**src/rtl/pwm_chan_pkg.sv**
```systemverilog
package pwm_chan_pkg;

    localparam int CNT_W   = 16;
    localparam int SEL_W   = 3;
    localparam int DRV_W   = 2;
    localparam int PRE_W   = 10;
    localparam logic [DRV_W-1:0] DRV_HIGH = DRV_W'(3);

    typedef struct packed {
        logic [CNT_W-1:0] period;
        logic [CNT_W-1:0] on_tick;
        logic [CNT_W-1:0] off_tick;
        logic [DRV_W-1:0] act_drv;
        logic [DRV_W-1:0] idle_drv;
        logic [SEL_W-1:0] div_sel;
    } chan_cfg_t;

    // Shift is linear for codes 0..3 and then climbs in steps of two.
    function automatic int unsigned div_shift(input logic [SEL_W-1:0] sel);
        int unsigned s;
        s = int'(sel);
        return (s < 4) ? s : (2 * s - 4);
    endfunction

endpackage

```
**src/rtl/pwm_cfg_stage.sv**
```systemverilog
module pwm_cfg_stage
    import pwm_chan_pkg::*;
(
    input  logic      clk,
    input  logic      rst_n,
    input  logic      commit,
    input  chan_cfg_t cfg_in,
    input  logic      load,
    output chan_cfg_t shadow
);

    typedef struct packed {
        chan_cfg_t pend;
        logic      pend_vld;
        chan_cfg_t work;
    } stage_t;

    stage_t st_d, st_q;

    always_comb begin
        st_d = st_q;
        if (load && st_q.pend_vld) begin
            st_d.work     = st_q.pend;
            st_d.pend_vld = 1'b0;
        end
        if (commit) begin
            st_d.pend     = cfg_in;
            st_d.pend_vld = 1'b1;
        end
    end

    always_ff @(posedge clk or negedge rst_n) begin
        if (!rst_n) st_q <= '0;
        else        st_q <= st_d;
    end

    assign shadow = st_q.work;

    assert_shadow_hold_R6: assert property (@(posedge clk) disable iff (!rst_n)
        !load |=> $stable(st_q.work));

    assert_shadow_adopt_R6: assert property (@(posedge clk) disable iff (!rst_n)
        (load && st_q.pend_vld) |=> (st_q.work == $past(st_q.pend)));

endmodule

```
**src/rtl/pwm_prescaler.sv**
```systemverilog
module pwm_prescaler
    import pwm_chan_pkg::*;
#(
    parameter int W = PRE_W
) (
    input  logic             clk,
    input  logic             rst_n,
    input  logic             en,
    input  logic [SEL_W-1:0] div_sel,
    output logic             tick
);

    typedef struct packed {
        logic [W-1:0] cnt;
    } pre_t;

    pre_t       pr_d, pr_q;
    logic [W:0] limit;

    always_comb begin
        limit = ((W+1)'(1) << div_shift(div_sel)) - (W+1)'(1);
        tick  = en && ({1'b0, pr_q.cnt} == limit);
        pr_d  = pr_q;
        if (!en || tick) pr_d.cnt = '0;
        else             pr_d.cnt = pr_q.cnt + W'(1);
    end

    always_ff @(posedge clk or negedge rst_n) begin
        if (!rst_n) pr_q <= '0;
        else        pr_q <= pr_d;
    end

    assert_pre_idle_R7: assert property (@(posedge clk) disable iff (!rst_n)
        !en |=> (pr_q.cnt == '0));

    assert_pre_bound_R1: assert property (@(posedge clk) disable iff (!rst_n)
        {1'b0, pr_q.cnt} <= limit);

endmodule

```
**src/rtl/pwm_window.sv**
```systemverilog
module pwm_window
    import pwm_chan_pkg::*;
(
    input  logic      clk,
    input  logic      rst_n,
    input  logic      en,
    input  logic      tick,
    input  chan_cfg_t cfg,
    output logic      wrap,
    output logic      pin
);

    typedef struct packed {
        logic [CNT_W-1:0] cnt;
        logic             out;
    } win_t;

    win_t win_d, win_q;
    logic active;
    logic level;

    always_comb begin
        wrap   = tick && (win_q.cnt == cfg.period);
        active = (cfg.off_tick != '0) && (win_q.cnt >= cfg.on_tick) &&
                 ((win_q.cnt < cfg.off_tick) || (cfg.off_tick >= cfg.period));
        level  = active ? (cfg.act_drv == DRV_HIGH) : (cfg.idle_drv == DRV_HIGH);

        win_d     = win_q;
        win_d.out = en && level;
        if (!en)       win_d.cnt = '0;
        else if (wrap) win_d.cnt = '0;
        else if (tick) win_d.cnt = win_q.cnt + CNT_W'(1);
    end

    always_ff @(posedge clk or negedge rst_n) begin
        if (!rst_n) win_q <= '0;
        else        win_q <= win_d;
    end

    assign pin = win_q.out;

    assert_cnt_range_R2: assert property (@(posedge clk) disable iff (!rst_n)
        win_q.cnt <= cfg.period);

    assert_cnt_hold_R2: assert property (@(posedge clk) disable iff (!rst_n)
        (en && !tick) |=> $stable(win_q.cnt));

    assert_cnt_wrap_R2: assert property (@(posedge clk) disable iff (!rst_n)
        wrap |=> (win_q.cnt == '0));

endmodule

```
**src/rtl/pwm_shadow_chan.sv**
```systemverilog
module pwm_shadow_chan
    import pwm_chan_pkg::*;
(
    input  logic             clk,
    input  logic             rst_n,
    input  logic             en,
    input  logic             commit,
    input  logic [CNT_W-1:0] cfg_period,
    input  logic [CNT_W-1:0] cfg_on_tick,
    input  logic [CNT_W-1:0] cfg_off_tick,
    input  logic [DRV_W-1:0] cfg_act_drv,
    input  logic [DRV_W-1:0] cfg_idle_drv,
    input  logic [SEL_W-1:0] cfg_div_sel,
    output logic             pwm_out
);

    chan_cfg_t staged;
    chan_cfg_t working;
    logic      tick;
    logic      wrap;
    logic      load;

    always_comb begin
        staged.period   = cfg_period;
        staged.on_tick  = cfg_on_tick;
        staged.off_tick = cfg_off_tick;
        staged.act_drv  = cfg_act_drv;
        staged.idle_drv = cfg_idle_drv;
        staged.div_sel  = cfg_div_sel;
        load            = wrap || !en;
    end

    pwm_cfg_stage i_stage (
        .clk    (clk),
        .rst_n  (rst_n),
        .commit (commit),
        .cfg_in (staged),
        .load   (load),
        .shadow (working)
    );

    pwm_prescaler #(.W(PRE_W)) i_pre (
        .clk     (clk),
        .rst_n   (rst_n),
        .en      (en),
        .div_sel (working.div_sel),
        .tick    (tick)
    );

    pwm_window i_win (
        .clk   (clk),
        .rst_n (rst_n),
        .en    (en),
        .tick  (tick),
        .cfg   (working),
        .wrap  (wrap),
        .pin   (pwm_out)
    );

    assert_off_low_R7: assert property (@(posedge clk) disable iff (!rst_n)
        !en |=> !pwm_out);

endmodule

```
**config.mk**
```make
export PLATFORM = sky130hd
export DESIGN_NAME = pwm_shadow_chan
export DESIGN_NICKNAME = d
export VERILOG_FILES = /design/src/rtl/pwm_chan_pkg.sv /design/src/rtl/pwm_cfg_stage.sv /design/src/rtl/pwm_prescaler.sv /design/src/rtl/pwm_window.sv /design/src/rtl/pwm_shadow_chan.sv
export SDC_FILE = /design/constraint.sdc
export NUM_CORES = 1
export LEC_CHECK = 0
export BUFFER_PORTS_ARGS = -buffer_cell sky130_fd_sc_hd__buf_2
export CAP_MARGIN = 10
export CELL_PAD_IN_SITES_DETAIL_PLACEMENT = 1
export CELL_PAD_IN_SITES_GLOBAL_PLACEMENT = 1
export CORE_MARGIN = 1.5
export CORE_UTILIZATION = 35
export CTS_BUF_LIST = sky130_fd_sc_hd__clkbuf_16
export CTS_CLUSTER_SIZE = 30
export DETAILED_ROUTE_END_ITERATION = 7
export PLACE_DENSITY_LB_ADDON = 0.12
export RECOVER_POWER = 50
export SYNTH_ARGS = -nofsm -noshare
export SYNTH_HDL_FRONTEND = slang
export SYNTH_SLANG_ARGS = --single-unit
```
**constraint.sdc**
```tcl
create_clock -name clk -period 5.9 [get_ports clk]
set_input_delay 1.18 -clock clk [delete_from_list [all_inputs] [get_ports clk]]
set_output_delay 1.18 -clock clk [all_outputs]
set_load 0.02 [all_outputs]
```
Word level (Yosys, flattened, before mapping) --
Index checks and enable logic that the tools add are counted.
Word-level totals: register bits 138, input bits 59, output and inout port bits 1, word-level logic and storage cells 50
Operators by class: $add $sub $neg 4, magnitude comparators 4, equality and inequality tests 5, shift-type cells 1, muxes and demuxes 8, reduce and logical (&&, ||, !) cells 12
Operators by type and width (number):
- 2-to-1 mux 56 bit | 1
- 2-to-1 mux 16 bit | 3
- >= comparator 16 bit | 2
- 2-to-1 mux 32 bit | 1
- left shift 1 x 32 -> 11 bit (first input constant) | 1
- adder 16 x 1 -> 16 bit (second input constant) | 1
- == test 16 bit | 1
- < comparator 16 bit | 1
- nonzero test 16 bit | 1
- == test 10 x 11 -> 1 bit | 1
- subtractor 11 x 2 -> 11 bit (second input constant) | 1
- adder 10 x 1 -> 10 bit (second input constant) | 1
- 2-to-1 mux 10 bit | 1
- logical AND 1 bit | 6
- subtractor 4 x 3 -> 5 bit (second input constant) | 1
- == test 2 bit (second input constant) | 2
- logical OR 1 bit | 3
- < comparator 3 bit (second input constant) | 1
- != test 3 x 1 -> 1 bit (second input constant) | 1
- 2-to-1 mux 1 bit | 2
- nonzero test 2 bit | 1
- zero test 1 bit | 1

Longest topological paths before layout --
Gate-level depths: netlist of the first run.
depth after elaboration 11, depth in mapped cells 9, gate-level depth less buffers 8

Cells and area by module --
Synthesis of the first run repeated with hierarchy kept, for this count alone.
Unflattened totals: cell total of the unflattened synthesis 635, area total of the unflattened synthesis 7418.4 um^2
By module, submodules not included:
- pwm_cfg_stage | times used 1, cells an instance 290, area each 4575.6 um^2, seq. area each 2777.7 um^2
- pwm_window | times used 1, cells an instance 277, area each 2177.1 um^2, seq. area each 425.4 um^2
- pwm_prescaler | times used 1, cells an instance 67, area each 659.4 um^2, seq. area each 250.2 um^2
- pwm_shadow_chan | times used 1, cells an instance 1, area each 6.3 um^2, seq. area each 0.0 um^2

Worst setup path before layout of the first run --
No wires, ideal clock.
path type input to register, start in en, end reg i_stage.st_q (netlist bit i_stage.shadow[0]), library setup time 125 ps, arrival 2761 ps, slack 3014 ps, cell stages on the path 8, buffers on the path 3, path through buf_2 inv_1 nor3_1 nand4_4 a21o_1 buf_6 buf_6 mux2_4
Between the ends: longest elaborated chain between the ends 4, elaborated cells between the ends (all ways) 5, those cells by class 5 x reduce/logical
RTL lines:
- from (decl) | RTL line pwm_shadow_chan.sv:6 | input logic en,
- logical AND 1 bit | RTL line pwm_prescaler.sv:22 | tick = en && ({1'b0, pr_q.cnt} == limit);
- logical AND 1 bit | RTL line pwm_window.sv:23 | wrap = tick && (win_q.cnt == cfg.period);
- logical OR 1 bit (*) | RTL line pwm_shadow_chan.sv:30 | load = wrap || !en;
- logical AND 1 bit (*) | RTL line pwm_cfg_stage.sv:22 | if (load && st_q.pend_vld) begin
- to (signal assigned) | RTL line pwm_cfg_stage.sv:34 | else st_q <= st_d;
- to (decl) | RTL line pwm_cfg_stage.sv:18 | stage_t st_d, st_q;
Every way passes the cells marked *; elsewhere a longest branch is shown, timed or not. A chain may end at the register's enable or synchronous reset.

Worst setup path after layout of the first run --
start in commit, end reg i_stage.st_q[58] in the netlist's numbering
RTL lines:
- from (decl) | RTL line pwm_shadow_chan.sv:7 | input logic commit,
No word-level cell between the ends.

==> results of run 1 <==
==> worst max path at each step <==
stage                                    end    from
after floorplan            i_stage.shadow[0]      en
after global placement    i_stage.shadow[47]      en
after detailed placement   i_stage.shadow[1]      en
after CTS                  i_stage.shadow[1]      en
after global routing        i_stage.st_q[90]  commit
final                       i_stage.st_q[58]  commit
==> flip-flops by register name (all words and copies together), names as in the netlist <==
register	flops
i_win.win_q	16
i_stage.shadow	55
i_win.pin	1
i_pre.pr_q	10
i_stage.st_q	56
==> per-layer routing <==
metal	routed length, um	up-vias
met4	218	0
met3	492	17
met2	8160	72
met5	0	-
met1	7530	2436
li1	-	2267
==> cell usage after synthesis (all sizes together), types with 4 or more instances <==
| cell type | n |
|---|---|
| dfrtp | 138 |
| mux2 | 110 |
| inv | 57 |
| ha | 49 |
| a21oi | 30 |
| nor2 | 22 |
| nand2 | 21 |
| nand3 | 17 |
| o21ai | 17 |
| xnor2 | 17 |
| nand4 | 15 |
| clkbuf | 14 |
| buf | 9 |
| xor2 | 8 |
| nor3 | 6 |
| o31ai | 6 |
| or3 | 6 |
| or4 | 6 |
| a211oi | 5 |
| and3 | 5 |
| o2111ai | 5 |
| o211ai | 5 |
| and4 | 4 |
| nor4 | 4 |
==> layout by cell type (no fill, tap or decap), types with 2 or more instances in the layout <==
master / instances
a211oi_1: 5
o31ai_1: 6
and2_1: 3
ha_1: 49
nor3_1: 6
and4_1: 4
a21oi_1: 28
clkinvlp_4: 3
or3_1: 6
a21o_1: 2
or4_1: 6
o2111ai_1: 5
buf_2: 56
nor4_1: 4
nor2_1: 22
inv_6: 2
clkinv_2: 2
clkinv_4: 4
nand4b_1: 3
bufinv_16: 2
o21a_1: 2
clkbuf_1: 3
mux2_4: 50
inv_1: 57
o211ai_1: 5
nand2b_1: 3
clkbuf_16: 17
nand3_1: 17
a21oi_2: 2
xor2_1: 8
buf_4: 2
mux2_2: 60
o21ai_0: 16
a41o_1: 3
dfrtp_1: 138
xnor2_1: 17
nand4_1: 14
and3_1: 5
nand2_1: 21
==> power by group through the flow <==
stage	combinational [mW]	sequential (mW)	clock (mW)
after floorplan	0.371	1.14	0
after global placement	0.450	1.20	0
after detailed placement	0.475	1.20	0
after CTS	0.479	1.18	1.08
after global routing	0.535	1.20	1.13
final	0.471	1.18	1.04
==> kinds of logic (layout without fill, tap and decap cells) <==
kind of cell | after synthesis | after routing | share of synthesized area
AO/OA/AOI/OAI | 86 | 86 | 0.0774
adder cells (fa/ha/maj) | 49 | 49 | 0.0845
XOR/XNOR | 25 | 25 | 0.0302
multiplexers | 111 | 111 | 0.198
AND/OR/NAND/NOR | 115 | 115 | 0.0859
buffers and inverters | 80 | 150 | 0.0481
flip-flops | 138 | 138 | 0.476
==> through the flow <==
step	hold slack [ns]	utilization	setup WS [ns]	total power [mW]	std cells
global route	0.520	0.412	1.97	2.86	944
detailed placement	0.494	0.384	2.54	1.67	913
CTS	0.508	0.412	3.00	2.74	944
finish	0.503	0.412	2.27	2.69	944
global placement	0.489	0.384	2.66	1.65	913
floorplan	0.474	-	3.01	1.52	604
==> critical path, stage by stage <==
cell and delay, ns:
buf_2 0.07, clkbuf_1 2.16, mux2_2 0.49
==> area by class of cell <==
cell class	instances	area [sq um]	share of cell area
clock buffer	17	425	0.0509
timing repair buffer	62	318	0.0380
sequential	138	3450	0.413
inverter	57	214	0.0256
clock inverter	14	149	0.0178
tap	270	338	0.0404
multi-input combinational	386	3460	0.414
==> key figures, run 1 <==
Synth
  • Synth cell types: 45
  • Post-synthesis cell count: roughly 600
  • Flops & latches, synth: between 100 and 150
  • Post-synth net total: approximately 710
  • Post-synth top area share: 0.476
  • Mapped Area: between 7000 and 8000 sq um
  • Ys Warns: 0
  • Top cells by area, synth: dfrtp_1, mux2_4, mux2_2
  • Synth area leader: dfrtp_1
  • EDFF count, synth: 0
  • Main synth FF type: dfrtp_1
  • Syn avg cell area: between 10 and 15 sq um
  • Fraction of registers with async set/reset: 1.00
  • Seq/Total Area, Yosys: 0.476

Global routing
  • Met1 Track Usage GR: 0.212
  • GRT Total Usage: 0.167
  • Met3 Use GR: 0.0388
  • First-pass GRT wire length: about 28 mm
  • Busiest layer in global routing: met2
  • Number of global-route vias before repair: 5,395
  • Grt total ovfl: 0
  • GR Layer Usage met2: 0.282
  • Largest net degree at the start of global routing: between 70 and 80
  • Initial antenna violation count: 0

Finish
  • Diodes inserted: 0
  • Fillers: ~2,200
  • Nets: 770
  • Share of cells above drive strength 1: 0.301
  • Post-route cell area: roughly 8400 sq um
  • Synth-to-Final Area Change: 15.2%

Worst setup path
  • RR Endpoint: i_stage.shadow[39]
  • CP arrival: just under 4 ns
  • Setup crit end kind: flip-flop
  • Largest fanout on the critical path: 56
  • Type of the worst setup path: input port to flip-flop
  • Worst flop-to-flop path startpoint: i_stage.shadow[2]
  • FF-to-FF setup slack: between 3 and 4 ns
  • Cell depth of the worst flop-to-flop path: 6
  • Critical Path RT: approximately 6.2 ns
  • Type of origin of the critical path: input port

Power and ir drop
  • Seq pwr share: 0.438
  • Peak VDD IR: approximately 0.19 mV
  • Sw frac: 0.278
  • Pleak: 3.94 nW
  • Pwr per Cell Area: about 320 nW/um^2
  • Sw Pwr: roughly 0.75 mW
  • Clock share of power: 0.387
  • Int Pwr: 1.94 mW
  • Comb power frac: 0.175

Floorplanning
  • Initial Utilization: 0.357
  • Horiz. Die Dim: between 100 and 150 um
  • Rows: 52
  • Full die area: 21,600 sq um
  • # IOs: 60
  • Die Height: between 100 and 150 um
  • Total core area: ~20,000 sq um

Run status
  • Failing checks: capacitance limit, slew limit
  • Run status: finished, violations left

Drt
  • First drt pass iteration count: 5
  • DRC violations left: 0
  • Post-route ant nets: 0
  • Initial drt markers: between 200 and 250
  • Via count: roughly 4,800
  • Routed len/inst: approximately 17 um
  • Number of vias per cell: around 5
  • DRT Wirelength: approximately 16 mm

Clock tree
  • CTS Buf Count: 17
  • Clock sink count: 138
  • CTS Hold Bufs: 0
  • Clock Tree Buf Depth: 2
  • CTS tree: done
  • Setup bufs post-CTS: 0
  • Clk root buf: clkbuf_16
  • CTS resizes: 0
  • Htree depth: 4
  • CTS clk-pin slew, worst paths: about 0.060 ns
  • Worst-Skew Late Latency: between 0.4 and 0.5 ns

STA
  • Tmin final: around 3.6 ns
  • Relative slew slack: -1.04
  • Final Hold Vio Count: 0
  • Max Slew Vio Count: 57
  • Period utilisation layout: 0.615
  • Total Negative Setup Slacks: 0 ns
  • Clk_skew: around 0.0084 ns
  • Worst Max-Slew Pin Slew: just over 3 ns
  • Final setup fails: 0
  • RSZ-0062 raised after global routing: no
  • Max Clk Rate: around 280 MHz

Worst hold path
  • Worst hold path stage count: 1
  • Hold path start: i_stage.st_q[87]
  • Worst hold path class: flip-flop to flip-flop
  • Min-Delay Endpoint: i_stage.shadow[31]

Placement
  • Area after DPL: 7790 sq um
  • Port Buffers: 59
  • HPWL after DPL: 11.8 mm
  • GPL Wtd Cong: approximately 0.86

Flow run
  • MaxCap Viol Count: 1
(Power assumes the default switching activity.)
==> run 2, diff against run 1 <==
ABC_AREA = 1   (was default)
clock period = 3.5 ns   (was 5.9 ns; I/O delays follow)
==> key figures, run 2 <==
Synth
  • Top-count cell post-synth: nand2_1
  • Post-Synth Adder-Cell Area: 0.0802 (-0.00429)
  • Synth Area in Compound Gates: 0.0334 (-0.0440)
  • Syn avg cell area: 7.90 sq um (-34%)
  • Synth Area in Simple Gates: 0.319 (+0.233)
  • Flops & latches, synth: 138 (unchanged)
  • Synth Area in XOR/XNOR: 0.0275 (-0.00268)
  • Largest family of logic cells by synthesized area: simple AND/OR/NAND/NOR gates
  • Mapped Area: 7640 sq um (+5.3%)
  • EDFF count, synth: 0 (unchanged)
  • Top post-synthesis cells by count: nand2_1, dfrtp_1, inv_1
  • Seq/Total Area, Yosys: 0.452 (-0.0242)
  • Fraction of registers with async set/reset: 1.00 (unchanged)
  • Post-synth top area share: 0.452 (-0.0242)
  • Post-synthesis cell count: 968 (+60%)
  • Ys Warns: 0 (unchanged)
  • Synth area leader: dfrtp_1
  • Main synth FF type: dfrtp_1
  • Synth cell types: 33 (-27%)
  • Post-synthesis mux area share: 0 (-0.198)
  • Top cells by area, synth: dfrtp_1, nand2_1, ha_1
  • Post-synth net total: 1,076 (+51%)

Placement
  • Placed cell count: 1,267 (+39%)
  • HPWL after DPL: 14.8 mm (+25%)
  • GPL Wtd Cong: 0.839 (-2.0%)
  • Port Buffers: 59 (unchanged)

Power and ir drop
  • Peak VDD IR: 0.341 mV (+78%)
  • Pwr per Cell Area: 658 nW/um^2 (+100%)
  • Pleak: 4.67 nW (+19%)

STA
  • Period utilisation layout: 0.778
  • Final setup fails: 0 (unchanged)
  • Worst Max-Slew Pin Slew: 2.61 ns (-0.453 ns)
  • RSZ-0062 raised after global routing: no
  • Tmin final: 2.72 ns
  • Final Hold Vio Count: 0 (unchanged)
  • Max Slew Vio Count: 129 (+130%)
  • Relative slew slack: -0.740 (+0.302)
  • Clk_skew: 0.0104 ns (+0.00199 ns)
  • Max Clk Rate: 367 MHz
  • Total Negative Setup Slacks: 0 ns (unchanged)

Global routing
  • Grt total ovfl: 0 (unchanged)
  • Initial antenna violation count: 0 (unchanged)
  • GRT Total Usage: 0.202 (+0.0344)
  • Largest net degree at the start of global routing: 73 (unchanged)
  • First-pass GRT wire length: 35.7 mm (+27%)
  • Number of global-route vias before repair: 6,823 (+26%)

Clock tree
  • CTS tree: done
  • Clock sink count: 138 (unchanged)
  • CTS resizes: 0 (unchanged)
  • CTS Hold Bufs: 0 (unchanged)
  • Htree depth: 4 (unchanged)
  • Setup bufs post-CTS: 0 (unchanged)
  • CTS Buf Count: 17 (unchanged)
  • Clk root buf: clkbuf_16
  • Worst-Skew Late Latency: 0.42 ns (about the same)
  • CTS clk-pin slew, worst paths: 0.06 ns (about the same)
  • Clock Tree Buf Depth: 2 (unchanged)

Worst setup path
  • Type of the worst setup path: input port to flip-flop
  • Largest fanout on the critical path: 56 (unchanged)
  • Worst flop-to-flop path startpoint: i_win.win_q[8]
  • Critical path, cell by cell: buf_2, inv_1, clkbuf_1, nand2_1
  • Critical Path RT: 3.69 ns (-2.51 ns)
  • CP arrival: 2.92 ns (-1.01 ns)
  • Type of origin of the critical path: input port
  • Setup crit end kind: flip-flop
  • Largest stage delay, worst path: 1.84 ns (-0.32 ns)
  • Cell depth of the worst flop-to-flop path: 10 (+4)
  • RR Endpoint: i_stage.st_q[55]
  • CP top delay family: buffers and inverters
  • FF-to-FF setup slack: 0.94 ns (-2.19 ns)
  • Buf+Inv Stages, Crit Path: 3 (+1)
  • Critical path's slowest cell: clkbuf_1

Worst hold path
  • Min-Delay Endpoint: i_stage.st_q[95]
  • Worst hold path class: flip-flop to flip-flop
  • Hold path start: i_stage.st_q[95]
  • Worst hold path stage count: 2 (+1)

Finish
  • Nets: 1,119 (+45%)
  • Register name with the most flops: i_stage.st_q
  • Diodes inserted: 0 (unchanged)
  • Share of cells above drive strength 1: 0.108 (-0.194)
  • Final Instance Count excl. Fillers: 1,298 (+38%)
  • Commonest non-fill, non-tap cells in the layout: nand2_1, dfrtp_1, inv_1, nand4_1, buf_2
  • FF/Latch Area: 3450 sq um (about the same)
  • Multi-input logic area: 3520 sq um (+1.7%)
  • Fillers: 2,657 (+19%)
  • Largest register FFs: 56 (unchanged)
  • Synth-to-Final Area Change: 13.0%
  • Commonest non-fill, non-tap cell in the layout: nand2_1

Run status
  • Run status: finished, violations left
  • Failing checks: capacitance limit, slew limit

Floorplanning
  • # IOs: 60 (unchanged)
  • Full die area: 22,700 sq um (+5.2%)
  • Horiz. Die Dim: 151 um (+2.6%)
  • Die Height: 151 um (+2.6%)
  • Total core area: 21,200 sq um (+4.5%)
  • Initial Utilization: 0.360 (+0.00277)
  • Rows: 53 (+1.9%)

Drt
  • DRC violations left: 0 (unchanged)
  • Number of vias per cell: 4.95 (-2.5%)
  • Via count: 6,422 (+34%)
  • Post-route ant nets: 0 (unchanged)
  • Routed len/inst: 16.0 um (-8.1%)
  • First drt pass iteration count: 4 (-1)
  • Initial drt markers: 238 (+5.8%)
  • DRT Wirelength: 20.7 mm (+26%)

Flow run
  • MaxCap Viol Count: 2 (+1)
run 2: how the worst max path moves through the flow:
stage	startpoint	end	slack [ns]	depth (start not counted)
detailed placement	en	i_stage.st_q[55]	0.88	9
global placement	en	i_stage.st_q[55]	0.91	9
CTS	i_win.win_q[8]	i_stage.st_q[55]	1.02	10
global route	commit	i_stage.st_q[55]	0.40	4
finish	commit	i_stage.st_q[55]	0.78	4
floorplan	en	i_stage.shadow[1]	1.57	9
run 2: layout make-up:
| type | instances | share of cell area |
|---|---|---|
| Multi-Input combinational cell | 686 | 0.407 |
| Sequential cell | 138 | 0.400 |
| Clock buffer | 17 | 0.0493 |
| Timing Repair Buffer | 71 | 0.0468 |
| Inverter | 97 | 0.0422 |
| Tap cell | 275 | 0.0398 |
| Clock inverter | 14 | 0.0145 |
run 2: worst reg2reg max path, cell delays in order (launching register included):
cell	delay, ns
dfrtp_1	0.69
o21ai_0	0.18
inv_1	0.08
nand4_1	0.11
nor2_1	0.10
nand3_1	0.12
nand2_2	0.12
buf_4	0.49
nand2_1	0.24
nand2_1	0.13
nand2_1	0.07
run 2: routing by layer:
layer	vias to the layer above	GRT usage	part of all wire
li1	3213	-	-
met1	3151	0.278	0.50
met2	48	0.331	0.47
met3	10	0.0380	0.020
met4	0	0.0422	0.0085
met5	-	0	0
run 2: cells by family after synthesis:
kind of cell,Yosys count
AND/OR/NAND/NOR,564
buffers and inverters,144
flip-flops,138
AO/OA/AOI/OAI,49
adder cells (fa/ha/maj),49
XOR/XNOR,24
run 2: metrics by stage:
stage	setup WS [ns]	hold slack [ns]	util	total power [mW]	area, sq um
5_1_grt	0.400	0.468	0.407	6.16	8630
3_5_place_dp	0.881	0.458	0.382	4.02	8100
2_1_floorplan	1.57	0.404	-	3.47	7640
6_report	0.776	0.468	0.407	5.68	8630
4_1_cts	1.02	0.333	0.407	5.77	8650
3_3_place_gp	0.913	0.455	0.382	3.97	8100
run 2: where the power goes:
group          internal, mW  total [mW]  switching (mW)
logic                 0.614        1.66            1.05
registers              1.93        2.31           0.380
clock network         0.976        1.71           0.737
==> run 3, diff against run 2 <==
clock period = 2.4 ns   (was 3.5 ns; I/O delays follow)
==> key figures, run 3 (synthesis gave the netlist of run 2 again) <==
Clock tree
  • Clock sink count: 138 (unchanged)
  • CTS tree: done
  • Clk root buf: clkbuf_16
  • Setup bufs post-CTS: 0 (unchanged)
  • Clock Tree Buf Depth: 2 (unchanged)
  • CTS Hold Bufs: 1 (+1)
  • Worst-Skew Late Latency: 0.43 ns (about the same)
  • Htree depth: 4 (unchanged)
  • CTS resizes: 0 (unchanged)
  • CTS Buf Count: 17 (unchanged)
  • CTS clk-pin slew, worst paths: 0.07 ns (about the same)

STA
  • Period utilisation layout: 0.906
  • Final Hold Vio Count: 0 (unchanged)
  • Clk_skew: 0.0112 ns (+0.000869 ns)
  • Final setup fails: 0 (unchanged)
  • Relative slew slack: 0.202 (+0.943)
  • Tmin final: roughly 2.2 ns
  • Total Negative Setup Slacks: 0 ns (unchanged)
  • Final hold slack: 0.242 ns (-0.226 ns)
  • Max Slew Vio Count: 0 (-100%)
  • Max Clk Rate: around 460 MHz
  • Worst Max-Slew Pin Slew: 1.20 ns (-1.41 ns)
  • RSZ-0062 raised after global routing: no

Worst setup path
  • Setup crit end kind: flip-flop
  • FF-to-FF setup slack: 0.23 ns (-0.71 ns)
  • Type of origin of the critical path: flip-flop
  • Worst flop-to-flop path startpoint: i_win.win_q[3]
  • Type of the worst setup path: flip-flop to flip-flop
  • Largest fanout on the critical path: 42 (-25%)
  • RR Endpoint: i_stage.shadow[22]
  • Cell depth of the worst flop-to-flop path: 8 (-2)
  • CP arrival: 2.49 ns (-0.43 ns)
  • Critical Path RT: 2.72 ns (-0.97 ns)

Drt
  • First drt pass iteration count: 4 (unchanged)
  • DRT Wirelength: 21.0 mm (+1.3%)
  • Post-route ant nets: 0 (unchanged)
  • Via count: 6,394 (-0.44%)
  • Routed len/inst: 16.1 um (+0.89%)
  • Number of vias per cell: 4.91 (-0.82%)
  • Initial drt markers: 228 (-4.2%)
  • DRC violations left: 0 (unchanged)

Floorplanning
  • Full die area: 22,700 sq um (unchanged)
  • Initial Utilization: 0.360 (unchanged)
  • # IOs: 60 (unchanged)
  • Rows: 53 (unchanged)
  • Horiz. Die Dim: 151 um (unchanged)
  • Total core area: 21,200 sq um (unchanged)
  • Die Height: 151 um (unchanged)

Placement
  • GPL Wtd Cong: 0.859 (+2.3%)
  • Area after DPL: 8130 sq um (+0.43%)
  • HPWL after DPL: 15.1 mm (+2.2%)
  • Port Buffers: 59 (unchanged)

Global routing
  • Grt total ovfl: 0 (unchanged)
  • GRT Total Usage: 0.201 (-0.000792)
  • Largest net degree at the start of global routing: 59 (-19%)
  • Number of global-route vias before repair: 6,715 (-1.6%)
  • First-pass GRT wire length: 35.1 mm (-1.7%)
  • Initial antenna violation count: 0 (unchanged)

Power and ir drop
  • Design Power: 8.46 mW (+49%)
  • Pwr per Cell Area: 970 nW/um^2 (+47%)
  • Pleak: 4.72 nW (+1.0%)
  • Peak VDD IR: 0.451 mV (+32%)

Finish
  • Diodes inserted: 0 (unchanged)
  • Register name with the most flops: i_stage.st_q
  • Largest register FFs: 56 (unchanged)
  • Nets: 1,123 (+0.36%)
  • Share of cells above drive strength 1: 0.112 (+0.00434)
  • Post-route cell area: 8720 sq um (+1.0%)
  • Commonest non-fill, non-tap cell in the layout: nand2_1
  • Commonest non-fill, non-tap cells in the layout: nand2_1, dfrtp_1, inv_1, nand4_1, buf_2
  • Fillers: 2,630 (-1.0%)
  • Multi-input logic area: 3520 sq um (unchanged)
  • Synth-to-Final Area Change: 14.1%
  • FF/Latch Area: 3450 sq um (unchanged)

Run status
  • Run status: complete, no violations

Flow run
  • MaxCap Viol Count: 0 (-2)

Worst hold path
  • Worst hold path stage count: 3 (+1)
  • Worst hold path class: input port to flip-flop
  • Hold path start: cfg_period[7]
  • Min-Delay Endpoint: i_stage.st_q[102]
==> run 3: where the power goes <==
group          switching [mW]  internal [mW]  total (mW)
combinational            1.55          0.895        2.44
clock                    1.11           1.55        2.67
sequential              0.546           2.81        3.36
total                    3.21           5.26        8.46
==> run 3: worst max path at each step <==
stage                                 start                  to  slack [ns]  depth (start not counted)
after floorplan                          en   i_stage.shadow[1]        0.69                          9
after detailed placement     i_win.win_q[3]  i_stage.shadow[38]        0.29                          8
after global placement    i_stage.shadow[2]  i_stage.shadow[16]        0.32                          9
after global routing      i_stage.shadow[2]  i_stage.shadow[44]        0.10                          9
final                        i_win.win_q[3]  i_stage.shadow[22]        0.23                          8
after CTS                    i_win.win_q[3]  i_stage.shadow[22]        0.25                          8
==> run 3: through the flow <==
step,utilization,std cells,worst slack [ns]
after global routing,0.411,1303,0.101
after detailed placement,0.383,1270,0.286
final,0.411,1303,0.226
after CTS,0.412,1303,0.249
after global placement,0.383,1270,0.322
after floorplan,-,968,0.691
==> run 3: routing by layer <==
| metal | share of wire | track usage | vias up |
|---|---|---|---|
| li1 | - | - | 3219 |
| met1 | 0.48 | 0.268 | 3093 |
| met2 | 0.49 | 0.339 | 69 |
| met3 | 0.025 | 0.0322 | 13 |
| met4 | 0.010 | 0.0524 | 0 |
| met5 | 0 | 0 | - |
==> run 3: area by class of cell <==
| class | instances | area share |
|---|---|---|
| clock inverters | 15 | 0.0191 |
| well taps | 275 | 0.0394 |
| repair buffers | 75 | 0.0519 |
| flip-flops and latches | 138 | 0.396 |
| multi-input cells | 686 | 0.403 |
| inverters | 97 | 0.0417 |
| clock buffers | 17 | 0.0488 |
==> run 3: worst max-delay path, stage by stage (launching register included) <==
cell     delay (ns)
dfrtp_1        0.53
xor2_1         0.25
nor4_1         0.34
nand3_1        0.19
nand2_2        0.17
nand3_4        0.08
buf_4          0.30
nand2_1        0.13
nand2_1        0.05
